File: src/rtl/amt_pkg.sv
package amt_pkg;

    localparam int INSTR_W = 12;

    typedef enum logic [2:0] {
        TST_NONE,
        TST_ZERO,
        TST_NONZERO,
        TST_POS,
        TST_NEG,
        TST_ALWAYS
    } test_e;

    typedef enum logic [2:0] {
        MOD_NONE,
        MOD_CLR,
        MOD_CMP,
        MOD_SET,
        MOD_INC,
        MOD_NEG
    } mod_e;

    typedef struct packed {
        logic  on_j;
        logic  on_k;
        logic  on_ovf;
        logic  on_flag;
        test_e test;
        mod_e  mod;
    } ctl_t;

endpackage

File: src/rtl/amt_decode.sv
module amt_decode
    import amt_pkg::*;
(
    input  logic [INSTR_W-1:0] instr_i,
    input  logic               valid_i,
    output ctl_t               ctl_o
);

    logic [5:0] grp;
    logic [5:0] op;
    test_e      wtest;
    mod_e       wmod;

    assign grp = instr_i[11:6];
    assign op  = instr_i[5:0];

    // word operations are shared by the J, K and pair groups
    always_comb begin
        wtest = TST_NONE;
        wmod  = MOD_NONE;
        unique case (op)
            6'o05:   wtest = TST_ZERO;
            6'o01:   wtest = TST_NONZERO;
            6'o02:   wtest = TST_POS;
            6'o06:   wtest = TST_NEG;
            6'o10:   wmod  = MOD_CLR;
            6'o20:   wmod  = MOD_CMP;
            6'o30:   wmod  = MOD_SET;
            6'o04:   wmod  = MOD_INC;
            6'o24:   wmod  = MOD_NEG;
            default: ;
        endcase
    end

    always_comb begin
        ctl_o.on_j    = 1'b0;
        ctl_o.on_k    = 1'b0;
        ctl_o.on_ovf  = 1'b0;
        ctl_o.on_flag = 1'b0;
        ctl_o.test    = TST_NONE;
        ctl_o.mod     = MOD_NONE;
        if (valid_i) begin
            unique case (grp)
                6'o15, 6'o16, 6'o17: begin
                    if (wtest != TST_NONE || wmod != MOD_NONE) begin
                        ctl_o.on_j = (grp != 6'o16);
                        ctl_o.on_k = (grp != 6'o15);
                        ctl_o.test = wtest;
                        ctl_o.mod  = wmod;
                    end
                end
                6'o14: begin
                    unique case (op)
                        6'o45: begin ctl_o.on_ovf  = 1'b1; ctl_o.test = TST_ZERO;    end
                        6'o41: begin ctl_o.on_ovf  = 1'b1; ctl_o.test = TST_NONZERO; end
                        6'o50: begin ctl_o.on_ovf  = 1'b1; ctl_o.mod  = MOD_CLR;     end
                        6'o60: begin ctl_o.on_ovf  = 1'b1; ctl_o.mod  = MOD_CMP;     end
                        6'o70: begin ctl_o.on_ovf  = 1'b1; ctl_o.mod  = MOD_SET;     end
                        6'o05: begin ctl_o.on_flag = 1'b1; ctl_o.test = TST_ZERO;    end
                        6'o01: begin ctl_o.on_flag = 1'b1; ctl_o.test = TST_NONZERO; end
                        6'o10: begin ctl_o.on_flag = 1'b1; ctl_o.mod  = MOD_CLR;     end
                        6'o20: begin ctl_o.on_flag = 1'b1; ctl_o.mod  = MOD_CMP;     end
                        6'o30: begin ctl_o.on_flag = 1'b1; ctl_o.mod  = MOD_SET;     end
                        6'o42: ctl_o.test = TST_ALWAYS;
                        default: ;
                    endcase
                end
                default: ;
            endcase
        end
    end

endmodule

File: src/rtl/amt_word_lane.sv
module amt_word_lane
    import amt_pkg::*;
#(
    parameter int WIDTH = 12
) (
    input  logic [WIDTH-1:0] val_i,
    input  logic             en_i,
    input  mod_e             mod_i,
    output logic [WIDTH-1:0] val_o,
    output logic             is_zero_o,
    output logic             is_neg_o
);

    localparam logic [WIDTH-1:0] ONE = WIDTH'(1);

    assign is_zero_o = (val_i == '0);
    assign is_neg_o  = val_i[WIDTH-1];

    always_comb begin
        val_o = val_i;
        if (en_i) begin
            unique case (mod_i)
                MOD_CLR: val_o = '0;
                MOD_CMP: val_o = ~val_i;
                MOD_SET: val_o = '1;
                MOD_INC: val_o = val_i + ONE;
                MOD_NEG: val_o = ~val_i + ONE;
                default: val_o = val_i;
            endcase
        end
    end

endmodule

File: src/rtl/amt_bit_op.sv
module amt_bit_op
    import amt_pkg::*;
(
    input  logic bit_i,
    input  logic en_i,
    input  mod_e mod_i,
    output logic bit_o
);

    always_comb begin
        bit_o = bit_i;
        if (en_i) begin
            unique case (mod_i)
                MOD_CLR: bit_o = 1'b0;
                MOD_CMP: bit_o = ~bit_i;
                MOD_SET: bit_o = 1'b1;
                default: bit_o = bit_i;
            endcase
        end
    end

endmodule

File: src/rtl/amt_skip_eval.sv
module amt_skip_eval
    import amt_pkg::*;
(
    input  test_e      test_i,
    input  logic       on_j_i,
    input  logic       on_k_i,
    input  logic       on_ovf_i,
    input  logic [1:0] zero_i,
    input  logic [1:0] neg_i,
    input  logic       ovf_i,
    input  logic       flag_i,
    output logic       skip_o
);

    logic pair;
    logic word;
    logic bsel;

    assign pair = on_j_i & on_k_i;
    assign word = on_j_i | on_k_i;
    assign bsel = on_ovf_i ? ovf_i : flag_i;

    always_comb begin
        skip_o = 1'b0;
        if (test_i == TST_ALWAYS) begin
            skip_o = 1'b1;
        end else if (word) begin
            unique case (test_i)
                TST_ZERO:    skip_o = pair ? (zero_i[0] & zero_i[1])
                                           : (on_j_i ? zero_i[0] : zero_i[1]);
                TST_NONZERO: skip_o = pair ? (~zero_i[0] | ~zero_i[1])
                                           : (on_j_i ? ~zero_i[0] : ~zero_i[1]);
                TST_POS:     skip_o = pair ? (~neg_i[0] & ~neg_i[1])
                                           : (on_j_i ? ~neg_i[0] : ~neg_i[1]);
                TST_NEG:     skip_o = pair ? (neg_i[0] & neg_i[1])
                                           : (on_j_i ? neg_i[0] : neg_i[1]);
                default:     skip_o = 1'b0;
            endcase
        end else begin
            unique case (test_i)
                TST_ZERO:    skip_o = ~bsel;
                TST_NONZERO: skip_o = bsel;
                default:     skip_o = 1'b0;
            endcase
        end
    end

endmodule

File: src/rtl/amt_top.sv
module amt_top
    import amt_pkg::*;
#(
    parameter int WIDTH = 12
) (
    input  logic               clk,
    input  logic               rst_n,
    input  logic [INSTR_W-1:0] instr_i,
    input  logic               valid_i,
    input  logic [WIDTH-1:0]   j_i,
    input  logic [WIDTH-1:0]   k_i,
    input  logic               ovf_i,
    input  logic               flag_i,
    output logic [WIDTH-1:0]   j_o,
    output logic [WIDTH-1:0]   k_o,
    output logic               ovf_o,
    output logic               flag_o,
    output logic               skip_o
);

    localparam int LANES = 2;

    typedef struct packed {
        logic [WIDTH-1:0] j;
        logic [WIDTH-1:0] k;
        logic             ovf;
        logic             flag;
        logic             skip;
    } state_t;

    ctl_t             ctl;
    logic [WIDTH-1:0] lane_in  [LANES];
    logic [WIDTH-1:0] lane_out [LANES];
    logic [LANES-1:0] lane_en;
    logic [LANES-1:0] lane_zero;
    logic [LANES-1:0] lane_neg;
    logic             ovf_new;
    logic             flag_new;
    logic             skip_new;
    state_t           state_d;
    state_t           state_q;

    amt_decode u_dec (
        .instr_i (instr_i),
        .valid_i (valid_i),
        .ctl_o   (ctl)
    );

    assign lane_in[0] = j_i;
    assign lane_in[1] = k_i;
    assign lane_en[0] = ctl.on_j;
    assign lane_en[1] = ctl.on_k;

    for (genvar l = 0; l < LANES; l++) begin : g_lane
        amt_word_lane #(.WIDTH(WIDTH)) u_lane (
            .val_i     (lane_in[l]),
            .en_i      (lane_en[l]),
            .mod_i     (ctl.mod),
            .val_o     (lane_out[l]),
            .is_zero_o (lane_zero[l]),
            .is_neg_o  (lane_neg[l])
        );
    end

    amt_bit_op u_ovf (
        .bit_i (ovf_i),
        .en_i  (ctl.on_ovf),
        .mod_i (ctl.mod),
        .bit_o (ovf_new)
    );

    amt_bit_op u_flag (
        .bit_i (flag_i),
        .en_i  (ctl.on_flag),
        .mod_i (ctl.mod),
        .bit_o (flag_new)
    );

    amt_skip_eval u_skip (
        .test_i   (ctl.test),
        .on_j_i   (ctl.on_j),
        .on_k_i   (ctl.on_k),
        .on_ovf_i (ctl.on_ovf),
        .zero_i   (lane_zero),
        .neg_i    (lane_neg),
        .ovf_i    (ovf_i),
        .flag_i   (flag_i),
        .skip_o   (skip_new)
    );

    always_comb begin
        state_d      = state_q;
        state_d.j    = lane_out[0];
        state_d.k    = lane_out[1];
        state_d.ovf  = ovf_new;
        state_d.flag = flag_new;
        state_d.skip = skip_new;
    end

    always_ff @(posedge clk or negedge rst_n) begin
        if (!rst_n) begin
            state_q <= '0;
        end else begin
            state_q <= state_d;
        end
    end

    assign j_o    = state_q.j;
    assign k_o    = state_q.k;
    assign ovf_o  = state_q.ovf;
    assign flag_o = state_q.flag;
    assign skip_o = state_q.skip;

endmodule

File: config.mk
export PLATFORM = sky130hd
export DESIGN_NAME = amt_top
export DESIGN_NICKNAME = d
export VERILOG_FILES = /design/src/rtl/amt_pkg.sv /design/src/rtl/amt_decode.sv /design/src/rtl/amt_word_lane.sv /design/src/rtl/amt_bit_op.sv /design/src/rtl/amt_skip_eval.sv /design/src/rtl/amt_top.sv
export SDC_FILE = /design/constraint.sdc
export NUM_CORES = 1
export LEC_CHECK = 0
export BUFFER_PORTS_ARGS = -buffer_cell sky130_fd_sc_hd__buf_2
export CAP_MARGIN = 15
export CORE_MARGIN = 3
export CORE_UTILIZATION = 30
export CTS_BUF_LIST = sky130_fd_sc_hd__clkbuf_8
export DETAILED_ROUTE_END_ITERATION = 6
export MAX_ROUTING_LAYER = met4
export SYNTH_ARGS = -nofsm -noshare
export SYNTH_HDL_FRONTEND = slang
export SYNTH_HIERARCHICAL = 1
export SYNTH_SLANG_ARGS = --single-unit
File: constraint.sdc
create_clock -name clk -period 0.8 [get_ports clk]
set_input_delay 0.12 -clock clk [delete_from_list [all_inputs] [get_ports clk]]
set_output_delay 0.12 -clock clk [all_outputs]
set_load 0.1 [all_outputs]
**Yosys cells after proc, flatten, opt, wreduce, memory -nomap -nowiden**

Cells that the tools add are included.

- Word-level logic and storage cells: 101
- Output and inout bits: 27
- Register bits: 27

- Muxes and demuxes: 33
- Bitwise logic cells: 15
- Eq/ne operators: 31
- Reductions and logical operators: 13
- $add $sub $neg: 4

Operators by type and width:

| cell | count |
|---|---|
| $pmux 12 s5 | 2 |
| $add 12x1->12 const B | 4 |
| $eq 6x6->1 const B | 6 |
| $eq 6x4->1 const B | 5 |
| $logic_not 12->1 | 2 |
| $mux 12 | 2 |
| $not 12->12 | 2 |
| $eq 6x3->1 const B | 3 |
| $eq 6x5->1 const B | 3 |
| $mux 1 | 15 |
| $pmux 3 s5 | 1 |
| $eq 3x2->1 const B | 4 |
| $eq 3x3->1 const B | 4 |
| $ne 6x4->1 const B | 2 |
| $pmux 3 s4 | 1 |
| $pmux 6 s2 | 1 |
| $mux 10 | 1 |
| $reduce_or 2->1 | 5 |
| $reduce_or 5->1 | 2 |
| $pmux 3 s3 | 1 |
| $not 1->1 | 7 |
| $eq 3x1->1 const B | 2 |
| $eq 6x1->1 const B | 1 |
| $eq 6x2->1 const B | 1 |
| 11 further kinds | 19 |

**Depth between registers and ports, before layout**

- Depth after elaboration: 12
- Depth in mapped cells: 11
- Mapped depth without buffers: 9

**Cells and area by module**

The synthesis kept the hierarchy.

Modules (own cells, without submodules):

| module | cells an instance | area an instance (µm²) | times used |
|---|---|---|---|
| amt_word_lane | 175 | 1083.5 | 2 |
| amt_top | 27 | 675.6 | 1 |
| amt_decode | 42 | 277.8 | 1 |
| amt_skip_eval | 26 | 225.2 | 1 |
| amt_bit_op | 7 | 42.5 | 2 |

**Worst setup path before layout**

OpenSTA, ideal clock, no wires.

- Kind: input to register
- Start point: in instr_i[10]
- End point: reg state_q (netlist bit j_o[7])
- Arrival: 2.696 ns
- Setup slack: -2.015 ns
- Stages: 10
- Library setup time: 0.118 ns
- Required time: 0.682 ns
- Buffers on the path: 1
- Cells stage by stage: and4bb_2 nand2_1 nor4_1 nand3b_2 mux2i_4 and2_1 buf_4 mux2i_1 o32ai_1 a21o_1

RTL lines:

| element | line | source |
|---|---|---|
| start: declaration | amt_top.sv:8 | `input logic [INSTR_W-1:0] instr_i,` |
| end signal: assignment | amt_top.sv:104 | `state_q <= state_d;` |
| end: declaration | amt_top.sv:41 | `state_t state_q;` |

==> run metrics <==
status complete, but fails checks; failing checks negative setup slack; final core occ 57.2%; Clk pwr share 19.0%; Final setup viols 54; asr flop ratio synth 100%; initial antenna violation count 0; synthesized net count 502; Iter 0 DRT Violations 336; top_reg_cell synth dfrtp_1; first-pass GRT wire length 20700 um; number of I/O port buffers 67; Post-synth EDFFs 0; layout cell share with drive strength beyond 1 56.6%; Slew @ Worst Pin 0.393 ns; Final WS setup -1.44 ns; f_max 447 MHz; synthesized area per cell 7.47 um2; GR Overflow Total 0; final hold violation count 0; post-route ant nets 0; max cap viols 0; Hold Path Depth 4; CP endpoint kind register; Sw Share 39.1%; vias in the first global route 4441; Non-Filler Cell Area, Final 6310 um2; Synth cell types 67; Max Buffers Root-to-Sink 2; CTS tree built; RSZ-0062 raised after global routing yes; Worst EP arrival 2.45 ns; routed len/inst 17.7 um; Max IR drop VDD 0.449 mV; CP required 1.01 ns; Post-layout nets 710; Logic pwr share 47.0%; Cells after DPL 766; IO Pins 68; most common cell after layout, fill and taps aside buf_4; H-tree lvl count 1; Vias per Instance 5.72; GPL Wtd Cong 0.918; core area 11000 um2; CP Max Fanout 7; register area share after synthesis 19.7%; flops & latches, synth 27; CP startpoint kind input pin; number of fill cells 929; Pint 0.00268 W; GRT Total Usage 19.9%; most frequent cells in the layout 129 x buf_4, 48 x nor2_1, 41 x buf_6; WS Path Type input pin to register; Design Power 0.00440 W; Area Growth Syn to Fin 84.1%; Initial Util 31.1%; DRC Markers 0; Rel. slew slack 73.7%; Leakage 2.69 nW; CTS Root Cell clkbuf_8; Synth Warn # 6; clock transition at the registers of the reported paths 0.10 ns; fin crit period 2.24 ns; Syn Inst Count 459; diodes inserted 0; Max Slew Vio Count 0; switching pwr 0.00172 W; fin cells 806; mapped cell area 3430 um2; chip height 113 um; placed cell area 5240 um2; power density cells 697 nW/um2; FP Rows 38; Die W 113 um; cts bufs inserted 3; Detailed Place HPWL 9680 um; drt first pass iters 6; final WL 14300 um; pin count of the biggest net entering global routing 31; total number of vias 4611; register share of total power 34.0%; die area 12800 um2; Clock Sinks 27; period utilization 280%; Worst Hold Class input pin to register; pre-CTS setup slack -1.73 ns
==> per-layer routing <==
layer,up-vias,wire (um),track usage (%),part of all wire (%)
met1,2224,5600,23.8,39
li1,2130,-,-,-
met5,-,0,-,0
met2,213,7370,35.5,52
met3,44,861,1.66,6.0
met4,0,429,5.77,3.0
==> cell usage after synthesis, drive strengths merged, types with 3 or more instances <==
library cell / number / area [um2]
nor2: 50 / 188
nand2: 41 / 154
o21ai: 40 / 211
a21oi: 37 / 185
dfrtp: 27 / 676
inv: 23 / 86.3
clkbuf: 22 / 183
nand3: 22 / 110
mux2i: 19 / 215
buf: 17 / 126
nor3: 15 / 75.1
nor2b: 10 / 70.1
o221ai: 10 / 87.6
a211oi: 8 / 75.1
and3: 8 / 50.1
nor4: 8 / 50.1
a31oi: 7 / 43.8
a21o: 6 / 45.0
nand4: 6 / 37.5
or3: 6 / 47.5
a22oi: 5 / 37.5
nand3b: 5 / 45.0
o21a: 5 / 37.5
a32oi: 4 / 35.0
and4: 4 / 35.0
nand2b: 4 / 47.6
nor3b: 4 / 30.0
nor4b: 3 / 26.3
o22ai: 3 / 25.0
or2: 3 / 18.8
==> per-stage QoR <==
stage	setup TNS [ns]	hold WS (ns)
final	-38.28	0.186
after global routing	-41.12	0.207
after CTS	-37.24	0.181
after detailed placement	-42.76	0.00133
after global placement	-40.91	0.00487
after floorplan	-39.49	-0.176
==> area by class of cell <==
cell class | instances | area (um2) | share of cell area (%)
Inverter | 23 | 86.3 | 1.37
Timing Repair Buffer | 242 | 2390 | 37.9
Clock buffer | 3 | 41.3 | 0.654
Clock inverter | 1 | 5.00 | 0.0793
Tap cell | 140 | 175 | 2.77
Multi-Input combinational cell | 370 | 2910 | 46.1
Sequential cell | 27 | 707 | 11.2
==> repair_timing <==
action / in CTS / in global routing
endpoints found under the setup margin: 54 / 54
pin swaps: 32 / 42
resized for setup: 69 / 110
gates cloned: 0 / 3
setup buffers: 16 / 19
endpoints found under the hold margin: 27 / 0
hold buffers: 1 / 0
==> kinds of logic (layout without fill, tap and decap cells) <==
family	Yosys count	in the layout	share of synthesized area, %
AOI/OAI and AO/OA	150	150	30.2
adders and majority gates	2	2	0.729
buffers and inverters	62	269	11.5
DFF	27	27	19.7
muxes	21	21	6.93
and+or+nand+nor	197	197	30.9
==> final timing paths <==
| check | startpoint | endpoint | slack [ns] |
|---|---|---|---|
| setup / recovery | instr_i[5] | k_o[11]$_DFF_PN0_ | -1.44 |
| hold / removal | flag_i | flag_o$_DFF_PN0_ | 0.19 |
| max in group asynchronous | rst_n | k_o[11]$_DFF_PN0_ | 0.14 |
| min in group asynchronous | rst_n | skip_o$_DFF_PN0_ | 0.25 |
==> critical path, stage by stage <==
cell	delay (ns)
buf_8	0.10
buf_6	0.11
o21ai_4	0.06
nand3b_1	0.17
nor4_4	0.31
buf_4	0.17
nand3b_4	0.19
mux2i_4	0.36
o211ai_1	0.23
mux2i_1	0.18
a221oi_1	0.26
o21a_1	0.17
==> power groups by stage <==
stage / combinational [W] / sequential, W / clock, W
3_3_place_gp: 0.00179 / 0.00153 / 0
4_1_cts: 0.00189 / 0.00150 / 0.000875
5_1_grt: 0.00217 / 0.00150 / 0.000950
3_5_place_dp: 0.00182 / 0.00153 / 0
2_1_floorplan: 0.000510 / 0.00196 / 0
6_report: 0.00207 / 0.00150 / 0.000836
==> registers in the layout, indices dropped and copies added, names as in the netlist <==
signal	flops
k_o	12
ovf_o	1
skip_o	1
j_o	12
flag_o	1
No activity file was read; power rests on OpenSTA's default activity.
